`src/rtl/volctl_pkg.sv`:
```
// Package volctl_pkg
// Shared types for the serial volume-control write master: the sequencer
// state encoding, the bundle of three link lines, and the decode from a
// sequencer state to line levels. Assumes the link rests with all lines high.
package volctl_pkg;

    typedef enum logic [2:0] {
        ST_IDLE  = 3'd0,
        ST_LEAD  = 3'd1,
        ST_IDSET = 3'd2,
        ST_ABIT  = 3'd3,
        ST_GAP   = 3'd4,
        ST_VBIT  = 3'd5,
        ST_TAIL1 = 3'd6,
        ST_TAIL2 = 3'd7
    } vc_state_e;

    typedef struct packed {
        logic frame;
        logic sck;
        logic dat;
    } link_pins_t;

    localparam link_pins_t LINK_REST = 3'b111;

    // Map a sequencer state, clock phase and current bit to line levels.
    function automatic link_pins_t pins_for(vc_state_e st, logic hi, logic b);
        link_pins_t p;
        p = LINK_REST;
        case (st)
            ST_IDSET, ST_TAIL2: p.frame = 1'b0;
            ST_ABIT: begin
                p.frame = 1'b0;
                p.sck   = hi;
                p.dat   = b;
            end
            ST_VBIT: begin
                p.sck = hi;
                p.dat = b;
            end
            default: p = LINK_REST;
        endcase
        return p;
    endfunction

endpackage

```
`src/rtl/volctl_hold_timer.sv`:
```
// Module volctl_hold_timer
// Loadable down-counter used for every timed phase. Loading D-1 makes the
// phase last D cycles: expired is high while the count is zero.
// Assumes load values fit in TW bits. Stops at zero.
module volctl_hold_timer #(
    parameter int unsigned TW = 8
) (
    input  logic          clk,
    input  logic          rst_n,
    input  logic          load,
    input  logic [TW-1:0] load_val,
    output logic          expired
);

    logic [TW-1:0] cnt_q;

    // Count register: load wins, otherwise step down towards zero.
    always_ff @(posedge clk) begin
        if (!rst_n)            cnt_q <= '0;
        else if (load)         cnt_q <= load_val;
        else if (cnt_q != '0)  cnt_q <= cnt_q - 1'b1;
    end

    assign expired = (cnt_q == '0);

    // hold windows shrink by exactly one per cycle.
    p_countdown_r2: assert property (@(posedge clk) disable iff (!rst_n)
        (!load && cnt_q != '0) |=> (cnt_q == $past(cnt_q) - 1'b1));

    // a load is taken as given.
    p_load_taken_r2: assert property (@(posedge clk) disable iff (!rst_n)
        load |=> (cnt_q == $past(load_val)));

endmodule

```
`src/rtl/volctl_bit_shifter.sv`:
```
// Module volctl_bit_shifter
// Holds the byte being sent and presents its bits least significant first.
// advance moves to the next bit. last_bit flags the final bit of the byte.
// Assumes the sequencer never advances past the final bit.
module volctl_bit_shifter #(
    parameter int unsigned BYTE_W = 8
) (
    input  logic              clk,
    input  logic              rst_n,
    input  logic              load,
    input  logic [BYTE_W-1:0] load_byte,
    input  logic              advance,
    output logic              cur_bit,
    output logic              last_bit
);

    localparam int unsigned CW = (BYTE_W > 1) ? $clog2(BYTE_W) : 1;

    logic [BYTE_W-1:0] sr_q;
    logic [CW-1:0]     idx_q;

    // Shift register and bit index: load restarts, advance shifts right.
    always_ff @(posedge clk) begin
        if (!rst_n) begin
            sr_q  <= '1;
            idx_q <= '0;
        end else if (load) begin
            sr_q  <= load_byte;
            idx_q <= '0;
        end else if (advance) begin
            sr_q  <= {1'b1, sr_q[BYTE_W-1:1]};
            idx_q <= idx_q + 1'b1;
        end
    end

    assign cur_bit  = sr_q[0];
    assign last_bit = (idx_q == CW'(BYTE_W - 1));

    // never more than BYTE_W bits per byte.
    p_no_overrun_r5: assert property (@(posedge clk) disable iff (!rst_n)
        advance |-> !last_bit);

    // the next bit presented is the next higher bit of the byte.
    p_lsb_order_r5: assert property (@(posedge clk) disable iff (!rst_n)
        (advance && !load) |=> (cur_bit == $past(sr_q[1])));

endmodule

```
`src/rtl/volctl_frame_seq.sv`:
```
// Module volctl_frame_seq
// Sequencer for one framed write. It captures the command, marks the address,
// steps through the lead hold, the framing setup, the address byte, the gap
// between bytes, the value byte and the two tail holds. It drives the timer
// and the shifter, and decodes the next line levels. Assumes the timer
// reports expiry in the cycle its count is zero.
module volctl_frame_seq
    import volctl_pkg::*;
#(
    parameter int unsigned BYTE_W   = 8,
    parameter int unsigned MARK_BIT = 6,
    parameter int unsigned TW       = 8,
    parameter logic [TW-1:0] LONG_M1  = '0,
    parameter logic [TW-1:0] SHORT_M1 = '0,
    parameter logic [TW-1:0] HALF_M1  = '0
) (
    input  logic              clk,
    input  logic              rst_n,
    input  logic              cmd_valid,
    input  logic [BYTE_W-1:0] cmd_addr,
    input  logic [BYTE_W-1:0] cmd_value,
    output logic              cmd_ready,
    output logic              done,
    input  logic              tmr_exp,
    output logic              tmr_load,
    output logic [TW-1:0]     tmr_val,
    output logic              sh_load,
    output logic [BYTE_W-1:0] sh_byte,
    output logic              sh_adv,
    input  logic              sh_last,
    input  logic              sh_bit,
    output link_pins_t        pins_next
);

    localparam logic [BYTE_W-1:0] ADDR_MARK = BYTE_W'(1) << MARK_BIT;

    vc_state_e         state_q, state_d;
    logic              hi_q, hi_d;
    logic              t2end_q;
    logic              done_q;
    logic [BYTE_W-1:0] addr_q;
    logic [BYTE_W-1:0] val_q;
    logic              fire;
    logic              finish;

    assign cmd_ready = (state_q == ST_IDLE) && !t2end_q;
    assign fire      = cmd_valid && cmd_ready;
    assign done      = done_q;
    assign sh_byte   = (state_q == ST_GAP) ? val_q : addr_q;
    assign pins_next = pins_for(state_q, hi_q, sh_bit);

    // Next-state logic: advance one phase each time the running hold expires.
    always_comb begin
        state_d  = state_q;
        hi_d     = hi_q;
        tmr_load = 1'b0;
        tmr_val  = HALF_M1;
        sh_load  = 1'b0;
        sh_adv   = 1'b0;
        finish   = 1'b0;
        case (state_q)
            ST_IDLE: begin
                if (fire) begin
                    state_d  = ST_LEAD;
                    tmr_load = 1'b1;
                    tmr_val  = LONG_M1;
                end
            end
            ST_LEAD: begin
                if (tmr_exp) begin
                    state_d  = ST_IDSET;
                    tmr_load = 1'b1;
                end
            end
            ST_IDSET: begin
                if (tmr_exp) begin
                    state_d  = ST_ABIT;
                    hi_d     = 1'b0;
                    tmr_load = 1'b1;
                    sh_load  = 1'b1;
                end
            end
            ST_ABIT, ST_VBIT: begin
                if (tmr_exp) begin
                    tmr_load = 1'b1;
                    if (!hi_q) begin
                        hi_d = 1'b1;
                    end else if (sh_last) begin
                        hi_d = 1'b0;
                        if (state_q == ST_ABIT) begin
                            state_d = ST_GAP;
                        end else begin
                            state_d = ST_TAIL1;
                            tmr_val = LONG_M1;
                        end
                    end else begin
                        hi_d   = 1'b0;
                        sh_adv = 1'b1;
                    end
                end
            end
            ST_GAP: begin
                if (tmr_exp) begin
                    state_d  = ST_VBIT;
                    hi_d     = 1'b0;
                    tmr_load = 1'b1;
                    sh_load  = 1'b1;
                end
            end
            ST_TAIL1: begin
                if (tmr_exp) begin
                    state_d  = ST_TAIL2;
                    tmr_load = 1'b1;
                    tmr_val  = SHORT_M1;
                end
            end
            ST_TAIL2: begin
                if (tmr_exp) begin
                    state_d = ST_IDLE;
                    finish  = 1'b1;
                end
            end
            default: state_d = ST_IDLE;
        endcase
    end

    // State, clock phase and completion pipeline registers.
    always_ff @(posedge clk) begin
        if (!rst_n) begin
            state_q <= ST_IDLE;
            hi_q    <= 1'b1;
            t2end_q <= 1'b0;
            done_q  <= 1'b0;
        end else begin
            state_q <= state_d;
            hi_q    <= hi_d;
            t2end_q <= finish;
            done_q  <= t2end_q;
        end
    end

    // Command capture: the address is marked on the way in.
    always_ff @(posedge clk) begin
        if (!rst_n) begin
            addr_q <= '0;
            val_q  <= '0;
        end else if (fire) begin
            addr_q <= cmd_addr | ADDR_MARK;
            val_q  <= cmd_value;
        end
    end

    // an accepted command makes the block busy on the next cycle.
    p_fire_busy_r8: assert property (@(posedge clk) disable iff (!rst_n)
        fire |=> !cmd_ready);

    // acceptance always starts the lead hold.
    p_fire_lead_r2: assert property (@(posedge clk) disable iff (!rst_n)
        fire |=> (state_q == ST_LEAD));

endmodule

```
`src/rtl/volctl_serial_writer.sv`:
```
// Module volctl_serial_writer
// Top of the serial volume-control write master. It ties the sequencer, the
// hold timer and the bit shifter together and registers the three link lines
// so that they leave the block glitch-free. Assumes CLK_PER_US >= 1 and
// HALF_CYC >= 1.
module volctl_serial_writer
    import volctl_pkg::*;
#(
    parameter int unsigned CLK_PER_US = 50,
    parameter int unsigned HALF_CYC   = 2,
    parameter int unsigned BYTE_W     = 8,
    parameter int unsigned MARK_BIT   = 6
) (
    input  logic              clk,
    input  logic              rst_n,
    input  logic              cmd_valid,
    output logic              cmd_ready,
    input  logic [BYTE_W-1:0] cmd_addr,
    input  logic [BYTE_W-1:0] cmd_value,
    output logic              done,
    output logic              link_frame,
    output logic              link_sck,
    output logic              link_dat
);

    localparam int unsigned HOLD_LONG  = 10 * CLK_PER_US;
    localparam int unsigned HOLD_SHORT = CLK_PER_US;
    localparam int unsigned HOLD_MAX   = (HOLD_LONG > HALF_CYC) ? HOLD_LONG : HALF_CYC;
    localparam int unsigned TW         = $clog2(HOLD_MAX + 1);
    localparam logic [TW-1:0] LONG_M1  = TW'(HOLD_LONG - 1);
    localparam logic [TW-1:0] SHORT_M1 = TW'(HOLD_SHORT - 1);
    localparam logic [TW-1:0] HALF_M1  = TW'(HALF_CYC - 1);

    logic              tmr_load;
    logic [TW-1:0]     tmr_val;
    logic              tmr_exp;
    logic              sh_load;
    logic [BYTE_W-1:0] sh_byte;
    logic              sh_adv;
    logic              sh_last;
    logic              sh_bit;
    link_pins_t        pins_next;
    link_pins_t        pins_q;

    volctl_frame_seq #(
        .BYTE_W   (BYTE_W),
        .MARK_BIT (MARK_BIT),
        .TW       (TW),
        .LONG_M1  (LONG_M1),
        .SHORT_M1 (SHORT_M1),
        .HALF_M1  (HALF_M1)
    ) seq_i (
        .clk       (clk),
        .rst_n     (rst_n),
        .cmd_valid (cmd_valid),
        .cmd_addr  (cmd_addr),
        .cmd_value (cmd_value),
        .cmd_ready (cmd_ready),
        .done      (done),
        .tmr_exp   (tmr_exp),
        .tmr_load  (tmr_load),
        .tmr_val   (tmr_val),
        .sh_load   (sh_load),
        .sh_byte   (sh_byte),
        .sh_adv    (sh_adv),
        .sh_last   (sh_last),
        .sh_bit    (sh_bit),
        .pins_next (pins_next)
    );

    volctl_hold_timer #(
        .TW (TW)
    ) tmr_i (
        .clk      (clk),
        .rst_n    (rst_n),
        .load     (tmr_load),
        .load_val (tmr_val),
        .expired  (tmr_exp)
    );

    volctl_bit_shifter #(
        .BYTE_W (BYTE_W)
    ) sh_i (
        .clk       (clk),
        .rst_n     (rst_n),
        .load      (sh_load),
        .load_byte (sh_byte),
        .advance   (sh_adv),
        .cur_bit   (sh_bit),
        .last_bit  (sh_last)
    );

    // Output register: lines rest high in reset, else follow the decode.
    always_ff @(posedge clk) begin
        if (!rst_n) pins_q <= LINK_REST;
        else        pins_q <= pins_next;
    end

    assign link_frame = pins_q.frame;
    assign link_sck   = pins_q.sck;
    assign link_dat   = pins_q.dat;

    // reset puts the link at rest on the following cycle.
    p_reset_rest_r10: assert property (@(posedge clk)
        !rst_n |=> (link_frame && link_sck && link_dat && !done));

    // whenever a command can be taken, the link is at rest.
    p_ready_rest_r1: assert property (@(posedge clk) disable iff (!rst_n)
        cmd_ready |-> (link_frame && link_sck && link_dat));

    // done is a single-cycle pulse, seen with the link at rest and ready high.
    p_done_single_r8: assert property (@(posedge clk) disable iff (!rst_n)
        done |=> !done);
    p_done_rest_r8: assert property (@(posedge clk) disable iff (!rst_n)
        done |-> (cmd_ready && link_frame && link_sck && link_dat));

    // data does not move while the shift clock stays low.
    p_dat_stable_low_r5: assert property (@(posedge clk) disable iff (!rst_n)
        (!link_sck && $past(!link_sck)) |-> $stable(link_dat));

    // the framing line only rises while the shift clock is high.
    p_frame_rise_r6: assert property (@(posedge clk) disable iff (!rst_n)
        $rose(link_frame) |-> link_sck);

endmodule

```
`config.mk`:
```
export PLATFORM = sky130hd
export DESIGN_NAME = volctl_serial_writer
export DESIGN_NICKNAME = d
export VERILOG_FILES = /design/src/rtl/volctl_pkg.sv /design/src/rtl/volctl_hold_timer.sv /design/src/rtl/volctl_bit_shifter.sv /design/src/rtl/volctl_frame_seq.sv /design/src/rtl/volctl_serial_writer.sv
export SDC_FILE = /design/constraint.sdc
export NUM_CORES = 1
export LEC_CHECK = 0
export CAP_MARGIN = 0
export CORE_ASPECT_RATIO = 0.6
export CORE_MARGIN = 8
export CORE_UTILIZATION = 33
export CTS_CLUSTER_DIAMETER = 60
export DETAILED_ROUTE_END_ITERATION = 16
export DONT_BUFFER_PORTS = 1
export MAX_ROUTING_LAYER = met4
export SLEW_MARGIN = 20
export SYNTH_ARGS = -nofsm -noshare
export SYNTH_HDL_FRONTEND = slang
export SYNTH_SLANG_ARGS = --single-unit
export TNS_END_PERCENT = 1
```
`constraint.sdc`:
```
create_clock -name clk -period 2 [get_ports clk]
set_input_delay 0.4 -clock clk [delete_from_list [all_inputs] [get_ports clk]]
set_output_delay 0.4 -clock clk [all_outputs]
set_load 0.01 [all_outputs]
```
; ---- Yosys cells after proc, flatten, opt, wreduce, memory -nomap -nowiden
; Cells that the tools add are included.
[classes]
addsub = 2
multipliers = 0
div = 0
n_lt_le_gt_ge = 0
eq_ne = 18
shifts = 0
mux = 36
bitwise_logic = 1
reduce_logical = 18
[ops]
columns = cell, count
row1 = 2-to-1 mux 9 bit, 7
row2 = 2-to-1 mux 3 bit, 9
row3 = one-hot mux 9 bit (3 select lines), 1
row4 = 2-to-1 mux 8 bit, 3
row5 = one-hot mux 3 bit (7 select lines), 1
row6 = inequality test 2 x 1 -> 1 bit (second input constant), 10
row7 = == test 3 bit (second input constant), 5
row8 = 2-to-1 mux 1 bit, 11
row9 = zero test 9 bit, 1
row10 = AND reduction 9 bit, 1
row11 = nonzero test 9 bit, 1
row12 = subtractor 9 x 1 -> 9 bit (second input constant), 1
row13 = == test 3 x 2 -> 1 bit (second input constant), 2
row14 = 2-to-1 mux 6 bit, 1
row15 = nonzero test 2 bit, 3
row16 = OR reduction 2 bit, 3
row17 = OR reduction 6 bit, 1
row18 = one-hot mux 1 bit (2 select lines), 2
row19 = AND reduction 2 bit, 2
row20 = adder 3 x 1 -> 3 bit (second input constant), 1
row21 = == test 3 x 1 -> 1 bit (second input constant), 1
row22 = zero test 3 bit, 1
row23 = AND reduction 3 bit, 1
row24 = OR reduction 3 bit, 1
row25 = 4 further kinds, 5
[word_totals]
ff_bits = 45
latchBits = 0
ram_bits = 0
mem_bits_ro = 0
input_bits = 19
out_inout_bits = 5
n_memories = 0

; ---- Logic depth before layout (Yosys ltp)
; Gate-level depths: netlist of the first run.
[logic_depth]
depth_word = 7
ltp_mapped = 8
ltp_nobuf = 7

; ---- Hierarchy
; Synthesis of the first run repeated with hierarchy kept, for this count alone.
[hier_totals]
hier_cells = 256
area_unflattened_um2 = 2293.4
[modules_own_cells]
columns = module, instances, cells_per_inst, area_per_inst_um2
row1 = volctl_frame_seq, 1, 142, 1172.4
row2 = volctl_bit_shifter, 1, 46, 530.5
row3 = volctl_hold_timer, 1, 62, 511.7
row4 = volctl_serial_writer, 1, 6, 78.8

; ---- Worst setup path before layout of the first run
; OpenSTA, ideal clock, no wires.
[synth_path]
path_kind = register -> register
start = reg seq_i.state_q[1]
end = reg sh_i.sr_q[0]
t_arrival_ns = 1.856
path_slack_ns = 0.012
path_stages_with_launch = 9
n_path_buf = 1
period_less_slack_ns = 1.988
cell_sequence = dfxtp_1 > inv_1 > ha_1 > mux2_2 > nand4_1 > clkbuf_1 > mux2_2 > nor2_1 > o21ai_0
[synth_between]
elab_chain_cells = 4
elab_cells_between_ends = 11
cone_classes = eq/ne: 4 / mux: 4 / reduce/logical: 3
[synth_lines]
columns = item, line
row1 = start: declaration, volctl_frame_seq.sv:37  ; vc_state_e state_q, state_d;
row2 = start signal: assignment, volctl_frame_seq.sv:135  ; state_q <= state_d;
row3 = "== test 3 x 2 -> 1 bit, or another cell as far along", volctl_frame_seq.sv:61  ; case (state_q)
row4 = OR reduction 2 bit (no source line), --
row5 = 2-to-1 mux 1 bit (on tied branches), --
row6 = 2-to-1 mux 8 bit / nonzero test 2 bit (equally long branches), --
row7 = end signal: assignment, volctl_bit_shifter.sv:28  ; sr_q <= load_byte;
row8 = end signal: assignment, volctl_bit_shifter.sv:31  ; sr_q <= {1'b1, sr_q[BYTE_W-1:1]};
row9 = end: declaration, volctl_bit_shifter.sv:19  ; logic [BYTE_W-1:0] sr_q;
; Parallel ways exist; a longest one is shown, timed or not.
; A chain may end at the register's enable or synchronous reset.

; ---- Final worst setup path of the first run
[layout_path]
start = reg tmr_i.cnt_q[1]
end = reg sh_i.sr_q[4]
[layout_between]
elab_chain_cells = 4
elab_cells_between_ends = 7
cone_classes = mux: 5 / reduce/logical: 2
[layout_lines]
columns = item, line
row1 = start: declaration, volctl_hold_timer.sv:15  ; logic [TW-1:0] cnt_q;
row2 = start signal: assignment, volctl_hold_timer.sv:20  ; else if (load) cnt_q <= load_val;
row3 = start signal: assignment, volctl_hold_timer.sv:21  ; else if (cnt_q != '0) cnt_q <= cnt_q - 1'b1;
row4 = zero test 9 bit *, volctl_hold_timer.sv:24  ; assign expired = (cnt_q == '0);
row5 = 2-to-1 mux 1 bit (on tied branches), "volctl_frame_seq.sv:76, volctl_frame_seq.sv:103, volctl_frame_seq.sv:84"
row6 = 2-to-1 mux 1 bit (on tied branches), --
row7 = 2-to-1 mux 8 bit / nonzero test 2 bit (equally long branches), --
; Mark *: on every way between the ends. The rest lies on a longest branch, timed or not.

==> results of run 1 <==
## stage by stage
stage	instance area [sq um]	TNS, ps	hold WS, ps
after global routing	2570	-106	158
final	2570	0	188
after detailed placement	2360	0	457
after global placement	2360	0	447
after floorplan	2160	0	411
after CTS	2480	0	165
## layout by cell type, fill, tap and decap left out, drive strengths merged, types with 4 or more instances in the layout
cell    count
a21boi     18
a21oi      10
and3        9
buf        20
clkbuf      8
dfxtp      45
ha          7
inv         5
mux2        8
nand2      66
nand2b      5
nand3       6
nor2       21
nor2b       5
nor3        6
o21ai      15
xnor2       4
xor2        4
## routing by layer
metal | up-vias | track usage
li1 | 922 | -
met1 | 817 | 0.154
met2 | 37 | 0.135
met3 | 5 | 0.0364
met4 | 0 | 0.0372
met5 | - | -
## worst register-to-register path: stages (launching register included)
cell and delay, ps:
dfxtp_2 330, inv_2 60, ha_4 130, nor4b_4 280
buf_4 180, nand4_1 200, buf_12 220, mux2_4 310
nor2_4 100, o21ai_1 50
## final cells by class
type                    count  area (sq um)
flip-flops and latches     45           905
clock buffers               7          86.3
multi-input cells         204          1230
well taps                  84           105
inverters                   5          18.8
fillers                   654          3650
clock inverters             1          30.0
repair buffers             21           191
## state kept, by name (all words and copies together), names as in the netlist
signal and cells:
sh_i.idx_q 3, sh_i.sr_q 8, link_dat 1, seq_i.t2end_q 1, tmr_i.cnt_q 9, seq_i.state_q 3, seq_i.done 1, seq_i.val_q 8
link_sck 1, seq_i.addr_q 8, link_frame 1, seq_i.hi_q 1
## what timing repair did
item	CTS	global route
endpoints found under the setup margin	0	18
gates resized for setup	0	25
setup buffers	0	3
## report_power, final
group	switching, mW	leakage, nW	total [mW]	internal (mW)
registers	0.171	0.369	1.27	1.10
clock network	0.300	0.0585	0.707	0.407
logic	0.911	0.595	1.71	0.800
## path summary, 6_finish.rpt
| kind | start | endpoint | slack [ps] | cells past startpoint |
|---|---|---|---|---|
| hold / removal | rst_n | link_frame$_SDFF_PN1_ | 190 | 1 |
| hold reg to reg | seq_i.addr_q[2]$_SDFFE_PN0P_ | seq_i.addr_q[2]$_SDFFE_PN0P_ | 470 | 2 |
| setup / recovery | tmr_i.cnt_q[1]$_SDFFE_PN0P_ | sh_i.sr_q[4]$_SDFFE_PN1P_ | 50 | 9 |
| setup reg to reg | tmr_i.cnt_q[1]$_SDFFE_PN0P_ | sh_i.sr_q[4]$_SDFFE_PN1P_ | 50 | 9 |
## cell families (layout without fill, tap and decap cells)
family,Yosys count,after routing,synth area share
multiplexers,10,10,0.0510
AND/OR/NAND/NOR,128,128,0.277
AO/OA/AOI/OAI,51,51,0.149
buffers and inverters,18,34,0.0330
adder cells (fa/ha/maj),7,7,0.0405
XOR/XNOR,8,8,0.0324
flip-flops,45,45,0.417
==> qor.yml, run 1 <==
place:
  dp_hpwl_um: 3460
  port_buffers: 0
  dp_slack_ps: 53.3
  place.gp.congestion: 0.825
  placed_cells: 356
synthesis:
  synth_edf_count: 0
  synth_top_cell_area_share: 0.417
  yosysMostFrequentCell: "nand2_1"
  yosysUniqueCellTypes: 35
  synth_area_sq_mm: 0.00216
  synthArstFlopShare: 0
  ys_warn_count: 0
  postSynthCellCount: 267
  synthTopCellsByArea: "dfxtp_1 42%, nand2_1 11%, a21boi_0 6.3%"
  synth_common_cells: "65 x nand2_1, 45 x dfxtp_1, 21 x nor2_1"
  synth_top_area_cell: "dfxtp_1"
  synth_fp_nets: 293
  seq_area_frac_synth: 0.417
  synth_top_flop_cell: "dfxtp_1"
  ys_seq_elements: 45
  syn_avg_cell_area_sq_um: 8.09
worst_setup_path:
  cp-end-kind: "flop"
  crit_type: "reg2reg"
  cp_num_buf_inv: 3
  cp_cell_sequence: "inv_2 > ha_4 > nor4b_4 > buf_4 > nand4_1 > buf_12 > mux2_4 > nor2_4 > o21ai_1"
  slowest_delay_ps: 330
  cp.arrival_ps: 2150
  cp_slowest_cell: "dfxtp_2"
  cp.required_ps: 2200
  critPathLaunchType: "flop"
  critPathTopFamily: "simple AND/OR/NAND/NOR gates"
  cp_max_fo: 5
timing:
  finalCritPeriodShare: 0.975
  skew_ps: 6.79
  max_freq_mhz: 513
  slew_headroom: 0.780
  timing.final.ws_setup_ps: 50.4
  hold_viol: 0
  worst_pin_slew_ps: 328
  fin_crit_ps: 1950
  maxSlewViolCount: 0
  setup_violations: 0
  rsz0062_at_grt: "true"
clocking:
  insertion_delay_ps: 300
  clkTransAtPathRegs_ps: 80
  cts_buffers: 5
  htreeDepth: 2
  cts_tree: "built"
  hold_buffers: 0
  clock_path_buffers: 2
  cts_root_buffer: "clkbuf_8"
  cts_sinks: 45
min_path:
  hold_path_class: "in2reg"
finish:
  final_layout_size_suffix_gt1_frac: 0.198
  nNetsFinal: 308
  instances_no_fill: 367
  area_delta_synth_final_pct: 18.9
  antenna_cells: 0
  fin_util: 0.413
route:
  dr.pass1.iters: 5
  met3_length_um: 262
  routed.top_layer: "met4"
  wirelength_met1_um: 2640
  antenna_left: 0
  routed_via_density: 4.85
  vias: 1781
  drtIter0Drc: 103
  wl_per_cell_um: 13.2
  route.detailed.drc: 0
  met2WireLength_um: 1890
  wirelength_um: 4850
grt:
  grt.overflow.total: 0
  grt_pass1_vias: 1632
  grt_max_degree: 39
  track_usage: 0.108
  antenna_found_initial: 0
  grt_pass1_wl_um: 7960
die:
  boundaryPins: 24
  die_y_um: 78.7
  dieArea_sq_mm: 0.00948
  rows: 22
  initial_core_util: 0.347
  coreArea_sq_mm: 0.00622
  fp.dieW_um: 120
run:
  drv_cap: 0
power:
  ir_worst_vdd_v: 0.000759
  power.leakage_nw: 1.02
  total_power_mw: 3.68
  pwr_density_cell_mw_per_mm2: 1430
status:
  status: "completed"
(Power assumes the default switching activity.)
==> inputs of run 2 (changes only) <==
--- a/config.mk
+++ b/config.mk
@@ -5,6 +5,7 @@
 export SDC_FILE = /design/constraint.sdc
 export NUM_CORES = 1
 export LEC_CHECK = 0
+export ABC_AREA = 1
 export CAP_MARGIN = 0
 export CORE_ASPECT_RATIO = 0.6
 export CORE_MARGIN = 8
==> qor.yml, run 2 <==
worst_setup_path:
  critPathLaunchType: "flop"
  crit_path_frequent_cell: "nor2_1"
  cp_max_fo: 21
  cp_num_buf_inv: 4
  crit_type: "reg2reg"
  cp-end-kind: "flop"
  cp_slowest_cell: "dfxtp_1"
  cp.arrival_ps: 1980
  critPathTopFamily: "buffers and inverters"
  cp_cell_sequence: "inv_1 > ha_1 > inv_1 > nor2_1 > nand3b_1 > buf_6 > clkinvlp_4 > nor2_1 > nor2_1"
  slowest_delay_ps: 390
  cp.required_ps: 2170
power:
  power.leakage_nw: 1.17
  ir_worst_vdd_v: 0.000676
  total_power_mw: 4.23
  pwr_density_cell_mw_per_mm2: 1660
timing:
  max_freq_mhz: 552
  worst_pin_slew_ps: 582
  slew_headroom: 0.609
  skew_ps: 2.38
  hold_viol: 0
  maxSlewViolCount: 0
  setup_violations: 0
  rsz0062_at_grt: "true"
  finalCritPeriodShare: 0.906
  fin_crit_ps: 1810
synthesis:
  synthTopCellsByArea: "dfxtp_1 40%, nand2_1 12%, nor2_1 6.8%"
  seq_area_frac_synth: 0.396
  yosysUniqueCellTypes: 27
  syn_avg_cell_area_sq_um: 7.26
  synth_edf_count: 0
  postSynthCellCount: 313
  synth_top_flop_cell: "dfxtp_1"
  synth_common_cells: "72 x nand2_1, 45 x dfxtp_1, 41 x nor2_1"
  synth_area_sq_mm: 0.00227
  synthArstFlopShare: 0
  yosysMostFrequentCell: "nand2_1"
  ys_seq_elements: 45
  synth_top_cell_area_share: 0.396
  synth_fp_nets: 339
  ys_warn_count: 0
  synth_top_area_cell: "dfxtp_1"
route:
  route.detailed.drc: 0
  drtIter0Drc: 129
  antenna_left: 0
  wirelength_um: 4760
  routed_via_density: 4.69
  vias: 1887
  dr.pass1.iters: 4
  wl_per_cell_um: 11.8
finish:
  antenna_cells: 0
  mostFrequentLayoutCells: "72 x nand2_1, 45 x dfxtp_1, 41 x nor2_1, 27 x inv_1, 25 x o21ai_0"
  area_delta_synth_final_pct: 12.4
  fin_util: 0.382
  top_register: "tmr_i.cnt_q"
  nFillCells: 696
  nNetsFinal: 340
  final_common_cell: "nand2_1"
  final_layout_size_suffix_gt1_frac: 0.121
  largest_reg_flops: 9
grt:
  use_met2: 0.155
  grt_busiest_layer: "met2"
  grt_use_met3: 0.0350
  grt_max_degree: 35
  grt.overflow.total: 0
  use_met1: 0.142
  antenna_found_initial: 0
  track_usage: 0.110
  grt_pass1_wl_um: 8470
  grt_pass1_vias: 1761
die:
  die_y_um: 80.3
  initial_core_util: 0.340
  rows: 23
  coreArea_sq_mm: 0.00668
  boundaryPins: 24
  fp.dieW_um: 123
  dieArea_sq_mm: 0.00988
clocking:
  insertion_delay_ps: 290
  clkTransAtPathRegs_ps: 60
  htreeDepth: 2
  cts_root_buffer: "clkbuf_16"
  cts_sinks: 45
  cts_buffers: 5
  cts_tree: "built"
  cts_setup_buffers: 0
  clock_path_buffers: 2
place:
  dp_hpwl_um: 3470
  place.gp.congestion: 0.807
  port_buffers: 0
status:
  status: "completed"
run:
  drv_cap: 0
min_path:
  hold_path_class: "in2reg"
run 2: cell types whose count changed in the layout (fill, tap and decap cells not counted), moves of 8 or more:
cell      delta
nand3_2      +8
a21boi_0    -18
nand3_1     +15
inv_1       +24
nor2_1      +25
buf_4       -14
and3_1       -9
o21ai_0     +16
a21oi_1      +9
run 2: cell type report:
cell class / count / area [sq um] / share of cell area
multi-input cells: 225 / 1180 / 0.464
flip-flops and latches: 45 / 901 / 0.353
clock buffers: 5 / 125 / 0.0490
inverters: 31 / 120 / 0.0470
well taps: 87 / 109 / 0.0426
clock inverters: 3 / 65.1 / 0.0255
repair buffers: 5 / 41.3 / 0.0162
repair inverters: 1 / 7.51 / 0.00294
run 2: per-layer routing:
layer / up-vias / part of all wire
li1: 1011 / -
met1: 829 / 0.51
met2: 39 / 0.42
met3: 8 / 0.053
met4: 0 / 0.017
met5: - / 0
run 2: metrics by stage:
step | setup WS, ps | setup TNS, ps | instances | cell area, sq um | hold WS, ps
final | 188 | 0 | 402 | 2550 | 205
after CTS | 101 | 0 | 401 | 2540 | 193
after global placement | 152 | 0 | 393 | 2350 | 425
after detailed placement | 121 | 0 | 393 | 2350 | 429
after global routing | -9.07 | -24.2 | 402 | 2550 | 196
after floorplan | 453 | 0 | 313 | 2270 | 415
run 2: kinds of logic after synthesis:
| family | share of synthesized area |
|---|---|
| buffers and inverters | 0.0820 |
| adder cells (fa/ha/maj) | 0.0385 |
| AND/OR/NAND/NOR | 0.363 |
| flip-flops | 0.396 |
| AO/OA/AOI/OAI | 0.100 |
| XOR/XNOR | 0.0193 |
run 2: power breakdown:
group          internal [mW]  total [mW]  switching (mW)
Clock                  0.713        1.05           0.341
Sequential              1.15        1.32           0.175
Combinational          0.686        1.85            1.17
run 2: worst register-to-register path: stages, from the launching register on:
cell and delay, ps:
dfxtp_1 390, inv_1 90, ha_1 240, inv_1 80
nor2_1 50, nand3b_1 260, buf_6 240, clkinvlp_4 180
nor2_1 120, nor2_1 50
run 2: final timing paths:
path	depth (start not counted)	endpoint	startpoint	slack [ps]
setup / recovery	9	seq_i.addr_q[6]$_SDFFE_PN0P_	seq_i.state_q[0]$_SDFFE_PN0P_	190
hold / removal	1	sh_i.sr_q[1]$_SDFFE_PN1P_	rst_n	200
setup reg to reg	9	seq_i.addr_q[6]$_SDFFE_PN0P_	seq_i.state_q[0]$_SDFFE_PN0P_	190
hold reg to reg	2	seq_i.done$_SDFF_PN0_	seq_i.t2end_q$_SDFF_PN0_	440
run 2: timing repair:
| action | CTS | global route |
|---|---|---|
| gates resized for setup | 0 | 3 |
| endpoints found under the setup margin | 0 | 13 |
| hold buffers | 0 | 0 |
